[src/rtl/sshq_pkg.sv]
`timescale 1ns/1ps
package sshq_pkg;
    typedef enum logic [2:0] {
        ST_IDLE = 3'd0,
        ST_RAMP = 3'd1,
        ST_RUN  = 3'd2,
        ST_COOL = 3'd3,
        ST_LOCK = 3'd4
    } seq_state_e;
endpackage

[src/rtl/ss_ramp.sv]
`timescale 1ns/1ps
module ss_ramp #(
    parameter int CODE_W      = 10,
    parameter int STEP_CYCLES = 1955
) (
    input  logic              clk,
    input  logic              rst_n,
    input  logic              clr_i,
    input  logic              adv_i,
    output logic [CODE_W-1:0] code_o,
    output logic              full_o
);
    localparam int PRE_W = (STEP_CYCLES > 1) ? $clog2(STEP_CYCLES) : 1;
    localparam logic [CODE_W-1:0] CODE_MAX = {CODE_W{1'b1}};
    localparam logic [CODE_W-1:0] CODE_ONE = {{(CODE_W-1){1'b0}}, 1'b1};
    localparam logic [PRE_W-1:0]  PRE_LAST = PRE_W'(STEP_CYCLES - 1);

    typedef struct packed {
        logic [PRE_W-1:0]  pre;
        logic [CODE_W-1:0] code;
    } ramp_t;

    ramp_t r_d, r_q;

    always_comb begin
        r_d = r_q;
        if (clr_i) begin
            r_d.pre  = '0;
            r_d.code = '0;
        end else if (adv_i && (r_q.code != CODE_MAX)) begin
            if (r_q.pre == PRE_LAST) begin
                r_d.pre  = '0;
                r_d.code = r_q.code + CODE_ONE;
            end else begin
                r_d.pre = r_q.pre + PRE_W'(1);
            end
        end
    end

    always_ff @(posedge clk or negedge rst_n) begin
        if (!rst_n) r_q <= '0;
        else        r_q <= r_d;
    end

    assign code_o = r_q.code;
    assign full_o = (r_q.code == CODE_MAX);

    AST_RAMP_STEP: assert property (@(posedge clk) disable iff (!rst_n)
        (adv_i && !clr_i) |=> ((code_o == $past(code_o)) || (code_o == $past(code_o) + CODE_ONE)));
endmodule

[src/rtl/uv_qual.sv]
`timescale 1ns/1ps
module uv_qual #(
    parameter int DLY = 3000
) (
    input  logic clk,
    input  logic rst_n,
    input  logic arm_i,
    input  logic uv_i,
    output logic fault_o
);
    localparam int CW = $clog2(DLY + 1);
    localparam logic [CW-1:0] CNT_TRIP = CW'(DLY - 1);
    localparam logic [CW-1:0] CNT_SAT  = CW'(DLY);

    logic [CW-1:0] cnt_d, cnt_q;

    always_comb begin
        cnt_d = cnt_q;
        if (!arm_i || !uv_i)       cnt_d = '0;
        else if (cnt_q != CNT_SAT) cnt_d = cnt_q + CW'(1);
    end

    always_ff @(posedge clk or negedge rst_n) begin
        if (!rst_n) cnt_q <= '0;
        else        cnt_q <= cnt_d;
    end

    assign fault_o = arm_i && uv_i && (cnt_q == CNT_TRIP);

    generate
        if (DLY > 1) begin : g_chk
            AST_UV_PERSIST: assert property (@(posedge clk) disable iff (!rst_n)
                fault_o |-> ($past(uv_i) && $past(arm_i)));
        end
    endgenerate
endmodule

[src/rtl/softstart_hiccup_seq.sv]
`timescale 1ns/1ps
module softstart_hiccup_seq
    import sshq_pkg::*;
#(
    parameter int CODE_W       = 10,
    parameter int NOM_REF      = 512,
    parameter int STEP_CYCLES  = 1955,
    parameter int UV_DLY       = 3000,
    parameter int HICCUP_LIMIT = 4
) (
    input  logic              clk,
    input  logic              rst_n,
    input  logic              in_ok,
    input  logic              dis,
    input  logic              lowside_on,
    input  logic              oc_flag,
    input  logic              uv_sw,
    input  logic              uv_lin,
    output logic [CODE_W-1:0] ref_code,
    output logic              sw_en,
    output logic              lin_en
);
    localparam int NUM_UV     = 2;
    localparam int OFF_CYCLES = ((2 ** CODE_W) - 1) * STEP_CYCLES;
    localparam int OFF_W      = $clog2(OFF_CYCLES + 1);
    localparam int HC_W       = $clog2(HICCUP_LIMIT + 1);
    localparam logic [OFF_W-1:0]  OFF_LAST = OFF_W'(OFF_CYCLES - 1);
    localparam logic [HC_W-1:0]   HC_LAST  = HC_W'(HICCUP_LIMIT - 1);
    localparam logic [HC_W-1:0]   HC_MAX   = HC_W'(HICCUP_LIMIT);
    localparam logic [CODE_W-1:0] NOM_C    = CODE_W'(NOM_REF);

    typedef struct packed {
        seq_state_e       st;
        logic [HC_W-1:0]  hic;
        logic [OFF_W-1:0] off;
    } ctl_t;

    ctl_t c_d, c_q;

    logic              active;
    logic              ramp_clr;
    logic              ramp_adv;
    logic [CODE_W-1:0] ramp_code;
    logic              ramp_full;
    logic              uv_arm;
    logic [NUM_UV-1:0] uv_vec;
    logic [NUM_UV-1:0] uv_fault;
    logic              uv_any;
    logic              oc_hit;
    logic              fault_any;

    assign active   = (c_q.st == ST_RAMP) || (c_q.st == ST_RUN);
    assign ramp_clr = !active;
    assign ramp_adv = (c_q.st == ST_RAMP);
    assign uv_arm   = (c_q.st == ST_RUN);
    assign uv_vec   = {uv_lin, uv_sw};

    ss_ramp #(
        .CODE_W      (CODE_W),
        .STEP_CYCLES (STEP_CYCLES)
    ) u_ramp (
        .clk    (clk),
        .rst_n  (rst_n),
        .clr_i  (ramp_clr),
        .adv_i  (ramp_adv),
        .code_o (ramp_code),
        .full_o (ramp_full)
    );

    generate
        for (genvar g = 0; g < NUM_UV; g++) begin : g_uv
            uv_qual #(
                .DLY (UV_DLY)
            ) u_uv (
                .clk     (clk),
                .rst_n   (rst_n),
                .arm_i   (uv_arm),
                .uv_i    (uv_vec[g]),
                .fault_o (uv_fault[g])
            );
        end
    endgenerate

    assign uv_any    = |uv_fault;
    assign oc_hit    = active && lowside_on && oc_flag;
    assign fault_any = uv_any || oc_hit;

    always_comb begin
        c_d = c_q;
        unique case (c_q.st)
            ST_IDLE: begin
                if (in_ok) c_d.st = ST_RAMP;
            end
            ST_RAMP, ST_RUN: begin
                if (fault_any) begin
                    c_d.off = '0;
                    if (c_q.hic == HC_LAST) begin
                        c_d.hic = HC_MAX;
                        c_d.st  = ST_LOCK;
                    end else begin
                        c_d.hic = c_q.hic + HC_W'(1);
                        c_d.st  = ST_COOL;
                    end
                end else if ((c_q.st == ST_RAMP) && ramp_full) begin
                    c_d.st = ST_RUN;
                end
            end
            ST_COOL: begin
                if (c_q.off == OFF_LAST) begin
                    c_d.off = '0;
                    c_d.st  = in_ok ? ST_RAMP : ST_IDLE;
                end else begin
                    c_d.off = c_q.off + OFF_W'(1);
                end
            end
            ST_LOCK: begin
                c_d.st = ST_LOCK;
            end
            default: begin
                c_d.st = ST_IDLE;
            end
        endcase
        if (dis) begin
            c_d.st  = ST_IDLE;
            c_d.hic = '0;
            c_d.off = '0;
        end
    end

    always_ff @(posedge clk or negedge rst_n) begin
        if (!rst_n) begin
            c_q.st  <= ST_IDLE;
            c_q.hic <= '0;
            c_q.off <= '0;
        end else begin
            c_q <= c_d;
        end
    end

    assign sw_en    = active;
    assign lin_en   = active;
    assign ref_code = !active ? '0 : ((ramp_code < NOM_C) ? ramp_code : NOM_C);

    AST_DIS_OFF: assert property (@(posedge clk) disable iff (!rst_n)
        dis |=> (!sw_en && !lin_en));
    AST_LOCK_HOLD: assert property (@(posedge clk) disable iff (!rst_n)
        ((c_q.st == ST_LOCK) && !dis) |=> (c_q.st == ST_LOCK));
    AST_HIC_BOUND: assert property (@(posedge clk) disable iff (!rst_n)
        c_q.hic <= HC_MAX);
    AST_RESTART_ZERO: assert property (@(posedge clk) disable iff (!rst_n)
        $rose(sw_en) |-> (ref_code == '0));
    AST_OC_MASKED: assert property (@(posedge clk) disable iff (!rst_n)
        ((c_q.st == ST_RUN) && !lowside_on && !uv_any && !dis) |=> (c_q.st == ST_RUN));
    AST_UV_UNARMED: assert property (@(posedge clk) disable iff (!rst_n)
        ((c_q.st == ST_RAMP) && !oc_hit && !dis) |=> sw_en);
endmodule

[config.mk]
export PLATFORM = sky130hd
export DESIGN_NAME = softstart_hiccup_seq
export DESIGN_NICKNAME = d
export VERILOG_FILES = /design/src/rtl/sshq_pkg.sv /design/src/rtl/ss_ramp.sv /design/src/rtl/uv_qual.sv /design/src/rtl/softstart_hiccup_seq.sv
export SDC_FILE = /design/constraint.sdc
export NUM_CORES = 1
export LEC_CHECK = 0
export ABC_AREA = 1
export BUFFER_PORTS_ARGS = -buffer_cell sky130_fd_sc_hd__buf_2
export CAP_MARGIN = 20
export CORE_MARGIN = 4
export CORE_UTILIZATION = 40
export DETAILED_ROUTE_END_ITERATION = 6
export MAX_ROUTING_LAYER = met4
export SLEW_MARGIN = 10
export SYNTH_ARGS = -nofsm -noshare
export SYNTH_HDL_FRONTEND = slang
export SYNTH_HIERARCHICAL = 1
export SYNTH_SLANG_ARGS = --single-unit
export TNS_END_PERCENT = 50
[constraint.sdc]
create_clock -name clk -period 2.2 [get_ports clk]
set_input_delay 0.33 -clock clk [delete_from_list [all_inputs] [get_ports clk]]
set_output_delay 0.33 -clock clk [all_outputs]
set_load 0.01 [all_outputs]
[Word-level counts from Yosys, hierarchy flattened]
Index checks and enable logic that the tools add are counted.
Operators by class
  add/sub/neg operators: 6
  magnitude comparators: 1
  equality and inequality tests: 19
  mux-type cells: 22
  reduce and logical (&&, ||, !) cells: 27
Operators with widths (number)
  21-bit 2-to-1 mux: 3
  12-bit 2-to-1 mux: 4
  21-bit case mux with 2 select lines: 1
  10-bit 2-to-1 mux: 3
  27-bit 2-to-1 mux: 1
  12-bit by 1-bit adder with 12-bit output, second input constant: 2
  12-bit equality test, second input constant: 2
  24-bit 2-to-1 mux: 1
  12-bit != test, second input constant: 2
  21-bit by 1-bit adder with 21-bit output, second input constant: 1
  21-bit equality test, second input constant: 1
  3-bit 2-to-1 mux: 5
  3-bit case mux with 4 select lines: 1
  11-bit by 1-bit adder with 11-bit output, second input constant: 1
  11-bit equality test, second input constant: 1
  11-bit 2-to-1 mux: 1
  10-bit by 1-bit adder with 10-bit output, second input constant: 1
  10-bit equality test, second input constant: 1
  10-bit < comparator, second input constant: 1
  10-bit != test, second input constant: 1
  3-bit by 2-bit equality test with 1-bit output, second input constant: 3
  3-bit != test, second input constant: 3
  1-bit logical AND: 8
  2-bit nonzero test: 4
  14 further kinds: 23
Word-level totals
  register bits after elaboration: 72
  output and inout bits: 12

[Longest topological paths before layout]
Gate-level depths: netlist of run 1.
  word-level depth: 8
  mapped depth: 16
  mapped depth without buffers: 14

[Hierarchy]
Netlist of run 1, hierarchy kept.
Modules (own cells, without submodules)
  softstart_hiccup_seq: instances 1, cells each 310, area each 2029.4 µm², seq. area each 675.6 µm²
  uv_qual: instances 2, cells each 107, area each 763.2 µm², seq. area each 300.3 µm²
  ss_ramp: instances 1, cells each 202, area each 1521.5 µm², seq. area each 525.5 µm²

[Worst setup path after synthesis of run 1]
OpenSTA, ideal clock, no wires.
  path type: register -> register
  start: reg c_q[26] in the netlist's numbering
  end: reg c_q[3] in the netlist's numbering
  setup time: 0.122 ns
  data arrival time: 1.750 ns
  slack: 0.328 ns
  stages on the path, launching flop included: 15
  path buffers: 2
  period minus slack after synthesis: 1.872 ns
  cell sequence: dfrtp_1 inv_2 nand3_2 inv_1 nand2_1 inv_1 buf_2 nand3_1 nor2_1 nor2_1 nand4_2 nand2_2 buf_4 nor3_1 nor2_1
Between the ends
  word-level cells in the longest chain between the ends: 7
Ends and longest elaborated chain
  start: declaration: line softstart_hiccup_seq.sv:38  | ctl_t c_d, c_q;
  3-bit by 2-bit equality test with 1-bit output: line softstart_hiccup_seq.sv:55  | assign uv_arm = (c_q.st == ST_RUN);
  named net uv_arm: line softstart_hiccup_seq.sv:45  | logic uv_arm;
  1-bit logical AND (2 in series): line uv_qual.sv:28  | assign fault_o = arm_i && uv_i && (cnt_q == CNT_TRIP);
  named net uv_fault[1]: line softstart_hiccup_seq.sv:47  | logic [NUM_UV-1:0] uv_fault;
  2-bit OR reduction: line softstart_hiccup_seq.sv:84  | assign uv_any = |uv_fault;
  1-bit logical OR: line softstart_hiccup_seq.sv:86  | assign fault_any = uv_any || oc_hit;
  3-bit != test (no line)
  2-bit AND reduction (no line)
The timed path passes the listed nets, and every way through them passes these cells.
A chain may end at the register's enable or synchronous reset.

[Worst setup path in the final report of run 1]
  start: reg g_uv[0].u_uv.cnt_q[1]
  end: reg c_q[3] in the netlist's numbering
Between the ends
  word-level cells in the longest chain between the ends: 6
Ends and longest elaborated chain
  start: declaration: line uv_qual.sv:15  | logic [CW-1:0] cnt_d, cnt_q;
  start signal: assignment: line uv_qual.sv:25  | else cnt_q <= cnt_d;
  12-bit equality test: line uv_qual.sv:28
  1-bit logical AND: line uv_qual.sv:28
  named net uv_fault[0]: line softstart_hiccup_seq.sv:47
  2-bit OR reduction: line softstart_hiccup_seq.sv:84
  1-bit logical OR: line softstart_hiccup_seq.sv:86
  3-bit != test (no line)
  2-bit AND reduction (no line)
The timed path passes the listed nets, and every way through them passes these cells.

==> impl_metrics.env, run 1 <==
export IMPL_drt_initial_drc_count=296
export IMPL_grt_pass1_wl_mm=20.29
export IMPL_grt_use_met1_pct=22.87
export IMPL_drive_above_1_share_pct=16.38
export IMPL_synth_area_per_cell_sq_um=6.994
export IMPL_required_ns=2.41
export IMPL_fin_setup_tns_ns=0
export IMPL_nets=765
export IMPL_tightest_slew_ns=0.5226
export IMPL_yosys_area_top_type="dfrtp_1"
export IMPL_fin_crit_ns=1.972
export IMPL_fin_crit_sh_pct=89.62
export IMPL_die_w_um=120.7
export IMPL_initial_core_util_pct=41.58
export IMPL_grt_pass1_vias=4364
export IMPL_final_hold_viol_count=0
export IMPL_clk_latency_ns=0.33
export IMPL_crit_path_end="c_q[3]"
export IMPL_via_per_inst=5.033
export IMPL_via_count=4625
export IMPL_hold_path_class="input pin to register"
export IMPL_overflow=0
export IMPL_ff2ff_path_depth=12
export IMPL_first_pass_iters=5
export IMPL_grtUsageMet3_pct=2.198
export IMPL_power_density_mw_per_mm2=742.1
export IMPL_leakage_uw=0.002398
export IMPL_startpoint="g_uv[0].u_uv/cnt_q[1]"
export IMPL_n_fill_cell=1284
export IMPL_route_detailed_drc=0
export IMPL_ioPinCount=20
export IMPL_dieArea_sq_mm=0.01456
export IMPL_worstPathArrival_ns=2.19
export IMPL_vdd_ir_drop_max_mv=0.4026
export IMPL_routed_wl_mm=11.60
export IMPL_tritoncts="done"
export IMPL_r2r_start="g_uv[0].u_uv/cnt_q[1]"
export IMPL_grt_max_degree=44
export IMPL_rsz0062_at_grt="false"
export IMPL_critical_path_max_fanout=11
export IMPL_fmax_ghz=0.5072
export IMPL_ys_seq_area_share_pct=35.49
export IMPL_num_antenna_cells=0
export IMPL_synthTopCellsByArea="dfrtp_1 35%, nand2_1 14%, nor2_1 7.5%"
export IMPL_core_area_sq_mm=0.01221
export IMPL_grt_use_met2_pct=27.31
export IMPL_synth_distinct_cells=34
export IMPL_critPathCaptureType="register"
export IMPL_cts_buffers=9
export IMPL_ys_seq_elements=72
export IMPL_synthCells=726
export IMPL_ctsHtreeMaxLevel=3
export IMPL_area_growth_pct=10.55
export IMPL_wl_per_cell_um=12.62
export IMPL_final_setup_viol_count=0
export IMPL_design_area_sq_mm=0.005613
export IMPL_syn_num_nets=745
export IMPL_worst_setup_path_start_kind="register"
export IMPL_die_height_um=120.7
export IMPL_finClkSkew_ns=0.004357
export IMPL_status="finished clean"
export IMPL_synth_top_area_share_pct=35.49
export IMPL_ant_nets=0
export IMPL_reg2reg_to="c_q[3]"
export IMPL_grt_use_total_pct=17.41
export IMPL_grt_busiest_layer="met2"
export IMPL_maxSlewHeadroom_pct=64.89
export IMPL_root_buffer="clkbuf_16"
export IMPL_drv_cap=0
export IMPL_final_max_slew_viol_count=0
export IMPL_clk_pin_slew_worst_paths_ns=0.05
export IMPL_hpwl_mm=8.635
export IMPL_clock_path_buffers=2
export IMPL_clock_sinks=72
export IMPL_gp_congestion=0.9167
export IMPL_postPlaceCellArea_sq_mm=0.005314
export IMPL_rows=40
export IMPL_port_buffers=19
export IMPL_critPathKind="register to register"
export IMPL_syn_area_sq_mm=0.005077
export IMPL_r2r_setup_slack_ns=0.23
export IMPL_antenna_found_initial=0
export IMPL_yosysWarningCount=6
## per-layer routing
metal	routed length, um	part of all wire, %
met5	0	0
met4	272	2.3
met3	435	3.8
met2	5348	46
met1	5540	48
## worst min-delay path by stage
stage,to,cells past startpoint,from
finish,c_q[26],2,dis
global route,c_q[26],2,dis
CTS,c_q[26],2,dis
detailed placement,g_uv[1].u_uv/cnt_q[5],1,rst_n
global placement,g_uv[1].u_uv/cnt_q[5],1,rst_n
floorplan,c_q[0],0,rst_n
## worst max-delay path, stage by stage (launching register included)
cell and delay [ns]:
dfrtp_1 0.40, ha_1 0.25, nand2_1 0.10, inv_1 0.09, nand3_1 0.07, nor2_1 0.16, nor2_2 0.07, nand4_2 0.11
nand2_2 0.11, inv_2 0.21, nand2_1 0.15, nand2_1 0.09, nor2_1 0.04
## logic make-up (layout without fill, tap and decap cells)
| kind of cell | count (synthesis) | in the layout | synth area share, % |
|---|---|---|---|
| AND/OR/NAND/NOR | 448 | 448 | 41.40 |
| buffers and inverters | 113 | 138 | 10.25 |
| AO/OA/AOI/OAI | 73 | 73 | 8.600 |
| flip-flops | 72 | 72 | 35.49 |
| adder cells (fa/ha/maj) | 11 | 11 | 2.711 |
| XOR/XNOR | 9 | 9 | 1.553 |
## final cells by class
type / count / area [sq um] / share of cell area [%]
multi-input combinational: 541 / 2758 / 49.13
tap: 168 / 210.2 / 3.745
inverter: 91 / 354.1 / 6.309
clock inverter: 2 / 12.51 / 0.2229
sequential: 72 / 1802 / 32.10
clock buffer: 14 / 274.0 / 4.882
timing repair buffer: 31 / 202.7 / 3.611
## cell usage after synthesis (all sizes together)
library cell,instances
a21boi,1
a21o,2
a21oi,19
buf,21
clkbuf,1
clkinv,3
dfrtp,72
ha,11
inv,88
nand2,208
nand3,74
nand3b,2
nand4,31
nor2,122
nor3,10
o21a,2
o21ai,48
o21bai,1
or2,1
xor2,9
## registers in the layout (all words and copies together), names as in the netlist
register	count
c_q	27
g_uv.u_uv/cnt_q	24
u_ramp/code_o	10
u_ramp/r_q	11
## per-stage QoR
step	worst slack [ns]	utilization (%)	hold slack (ns)	power, uW	std cells
2_1_floorplan	0.3280	-	0.03441	2606	726
3_3_place_gp	0.2504	43.51	0.2946	2789	902
3_5_place_dp	0.2066	43.51	0.3002	2806	902
4_1_cts	0.1861	45.94	0.2707	4225	919
5_1_grt	0.008935	45.96	0.3067	4444	919
6_report	0.2284	45.96	0.2735	4165	919
## where the power goes
part	switching, uW	leakage [uW]	total (uW)	internal (uW)
clock network	525	0.000139	1380	854
logic	976	0.00126	1350	370
registers	61.8	0.00100	1440	1380
total	1560	0.00240	4170	2600
## timing repair
item	in CTS	in global routing
resized for setup	0	1
hold buffers	1	0
endpoints found under the setup margin	0	3
buffers inserted	0	0
hold endpoints to repair	29	0
## cell usage in the layout, fill, tap and decap left out, drive strengths merged, types with 2 or more instances in the layout
cell,instances
nand2,208
nor2,122
inv,88
nand3,74
dfrtp,72
o21ai,48
nand4,31
buf,30
a21oi,19
clkbuf,14
ha,11
nor3,10
xor2,9
clkinv,4
o21a,2
nand3b,2
a21o,2
Power figures use the tool's default switching activity.
==> run 2: changes to the inputs <==
--- a/config.mk
+++ b/config.mk
@@ -5,7 +5,6 @@
 export SDC_FILE = /design/constraint.sdc
 export NUM_CORES = 1
 export LEC_CHECK = 0
-export ABC_AREA = 1
 export BUFFER_PORTS_ARGS = -buffer_cell sky130_fd_sc_hd__buf_2
 export CAP_MARGIN = 20
 export CORE_MARGIN = 4
==> impl_metrics.env, run 2 <==
export IMPL_overflow=0
export IMPL_vdd_ir_drop_max_mv=0.3554
export IMPL_clk_pin_slew_worst_paths_ns=0.08
export IMPL_synth_top_area_share_pct=40.35
export IMPL_synth_distinct_cells=68
export IMPL_critPathKind="register to register"
export IMPL_nets=565
export IMPL_clk_latency_ns=0.37
export IMPL_seqPwrFrac_pct=36.1
export IMPL_num_antenna_cells=0
export IMPL_p_clk_share_pct=30.8
export IMPL_yosysWarningCount=6
export IMPL_ys_seq_elements=72
export IMPL_rows=38
export IMPL_core_area_sq_mm=0.01089
export IMPL_finClkSkew_ns=0.01581
export IMPL_regArea_sq_mm=0.001802
export IMPL_leakage_uw=0.002114
export IMPL_grt_pass1_wl_mm=18.22
export IMPL_worstPathArrival_ns=2.52
export IMPL_largest_reg_flops=27
export IMPL_p_int_uw=2597
export IMPL_die_height_um=113.7
export IMPL_ant_nets=0
export IMPL_initial_core_util_pct=41.01
export IMPL_ctsHtreeMaxLevel=3
export IMPL_required_ns=2.45
export IMPL_synth_commonest_cells="72 x dfrtp_1, 38 x a21oi_1, 36 x nand3_1"
export IMPL_clock_path_buffers=2
export IMPL_synthArstFlopShare_pct=100.0
export IMPL_area_growth_pct=21.01
export IMPL_hpwl_mm=7.406
export IMPL_synthFlopType="dfrtp_1"
export IMPL_n_fill_cell=1004
export IMPL_hold_path_class="input pin to register"
export IMPL_synth_edff_count=0
export IMPL_fmax_ghz=0.4412
export IMPL_fin_crit_sh_pct=103.0
export IMPL_grt_max_degree=31
export IMPL_die_w_um=113.7
export IMPL_grt_use_total_pct=17.80
export IMPL_synthCells=491
export IMPL_worst_setup_path_start_kind="register"
export IMPL_clock_sinks=72
export IMPL_ioPinCount=20
export IMPL_drive_above_1_share_pct=23.77
export IMPL_dieArea_sq_mm=0.01292
export IMPL_drv_cap=0
export IMPL_swShare_pct=33.31
export IMPL_maxSlewHeadroom_pct=62.09
export IMPL_rsz0062_at_grt="true"
export IMPL_failed_checks="setup timing"
export IMPL_p_sw_uw=1297
export IMPL_antenna_found_initial=0
export IMPL_top_register="c_q"
export IMPL_status="finished with violations"
export IMPL_syn_area_sq_mm=0.004466
export IMPL_ys_seq_area_share_pct=40.35
export IMPL_yosys_area_top_type="dfrtp_1"
export IMPL_drt_initial_drc_count=321
export IMPL_fin_crit_ns=2.267
export IMPL_routed_wl_mm=10.66
export IMPL_route_detailed_drc=0
export IMPL_fin_cells=691
export IMPL_synth_most_common_cell="dfrtp_1"
export IMPL_final_setup_viol_count=15
export IMPL_tritoncts="done"
export IMPL_power_density_mw_per_mm2=720.6
export IMPL_largestRegisters="c_q: 27 flops, g_uv.u_uv/cnt_q: 24 flops, u_ramp/r_q: 11 flops"
export IMPL_final_hold_viol_count=0
export IMPL_cts_buffers=9
export IMPL_dp_cells=663
export IMPL_grt_pass1_vias=3811
export IMPL_finalWorstSetupSlack_ns=-0.06662
export IMPL_via_count=3941
export IMPL_critPathCaptureType="register"
export IMPL_wl_per_cell_um=15.42
export IMPL_via_per_inst=5.703
export IMPL_first_pass_iters=4
export IMPL_mostFrequentLayoutCell="dfrtp_1"
export IMPL_synth_area_per_cell_sq_um=9.095
export IMPL_critical_path_max_fanout=5
export IMPL_whs_ns=0.2860
export IMPL_tightest_slew_ns=0.5665
export IMPL_final_max_slew_viol_count=0
export IMPL_multiInputGateArea_sq_mm=0.002576
export IMPL_port_buffers=19
export IMPL_layout_common_cells="72 x dfrtp_1, 45 x buf_4, 38 x a21oi_1"
export IMPL_root_buffer="clkbuf_8"
export IMPL_p_comb_share_pct=33.0
export IMPL_syn_num_nets=510
export IMPL_synthTopCellsByArea="dfrtp_1 40%, a21oi_1 4.3%, nand3_1 4.0%"
export IMPL_gp_congestion=0.8526
[run 2: changes by cell type after synthesis, moves of 16 or more]
cell / delta
nand3_1: -29
nand2_2: -16
nor2_1: -74
a21oi_1: +19
nand2_1: -157
inv_1: -59
[run 2: logic make-up (layout without fill, tap and decap cells)]
| logic type | after synthesis | after routing | synth area share, % |
|---|---|---|---|
| compound gates | 118 | 118 | 17.20 |
| simple gates | 224 | 224 | 30.43 |
| fa+ha+maj | 11 | 11 | 3.082 |
| xor+xnor | 13 | 13 | 2.550 |
| flops | 72 | 72 | 40.35 |
| buf+inv | 48 | 108 | 5.212 |
| mux | 5 | 5 | 1.177 |
[run 2: power groups by stage]
stage	clock, uW	sequential, uW	combinational (uW)
floorplan	0	1410	708
global placement	0	1430	979
detailed placement	0	1430	999
CTS	1240	1410	1090
global route	1280	1410	1420
finish	1200	1410	1290
[run 2: worst max-delay path, stage by stage (launching register included)]
cell      delay, ns
dfrtp_1        0.42
nor3b_4        0.24
and2_4         0.20
nand3_4        0.08
nor4_4         0.31
a211oi_4       0.09
o311ai_4       0.30
buf_2          0.23
o21ai_1        0.08
a22o_1         0.21
[run 2: per-layer routing]
layer	share of wire (%)	up-vias	global-route usage [%]
met4	1.9	0	8.574
met5	0	-	-
met1	47	1906	22.58
li1	-	1949	-
met3	3.4	21	3.767
met2	48	65	27.13
[run 2: timing repair]
action                     in CTS  in global routing
resized for setup               5                 27
hold endpoints to repair       22                  0
pin swaps                       2                  7
buffers inserted                3                  6
setup endpoints to repair      29                 32
cloned                          0                  2
hold buffers                    1                  0
[run 2: final timing paths]
kind	cells after the start	endpoint	slack, ns	startpoint
max	9	c_q[10]	-0.07	c_q[24]
min	2	c_q[21]	0.29	dis
max reg2reg	9	c_q[10]	-0.07	c_q[24]
min reg2reg	2	c_q[22]	0.54	c_q[22]
max in group asynchronous	3	g_uv[1].u_uv/cnt_q[6]	1.19	rst_n
min in group asynchronous	2	g_uv[0].u_uv/cnt_q[4]	0.41	rst_n
[run 2: cell type report]
cell class	count	area share (%)
multi-input cells	371	47.67
flip-flops and latches	72	33.34
repair buffers	71	10.19
well taps	140	3.241
clock buffers	11	2.616
clock inverters	5	1.482
inverters	21	1.459
[run 2: stage by stage]
stage / TNS (ns) / util, % / setup WS, ns / instance area [sq um] / power (uW)
final: -0.5118 / 49.63 / -0.06662 / 5404 / 3894
after global routing: -2.866 / 49.63 / -0.1825 / 5404 / 4112
after CTS: -0.01582 / 48.09 / -0.006270 / 5236 / 3733
after detailed placement: -0.6528 / 45.55 / -0.07651 / 4960 / 2429
after global placement: 0 / 45.55 / 0.02233 / 4960 / 2407
after floorplan: -0.8939 / - / -0.1538 / 4553 / 2121
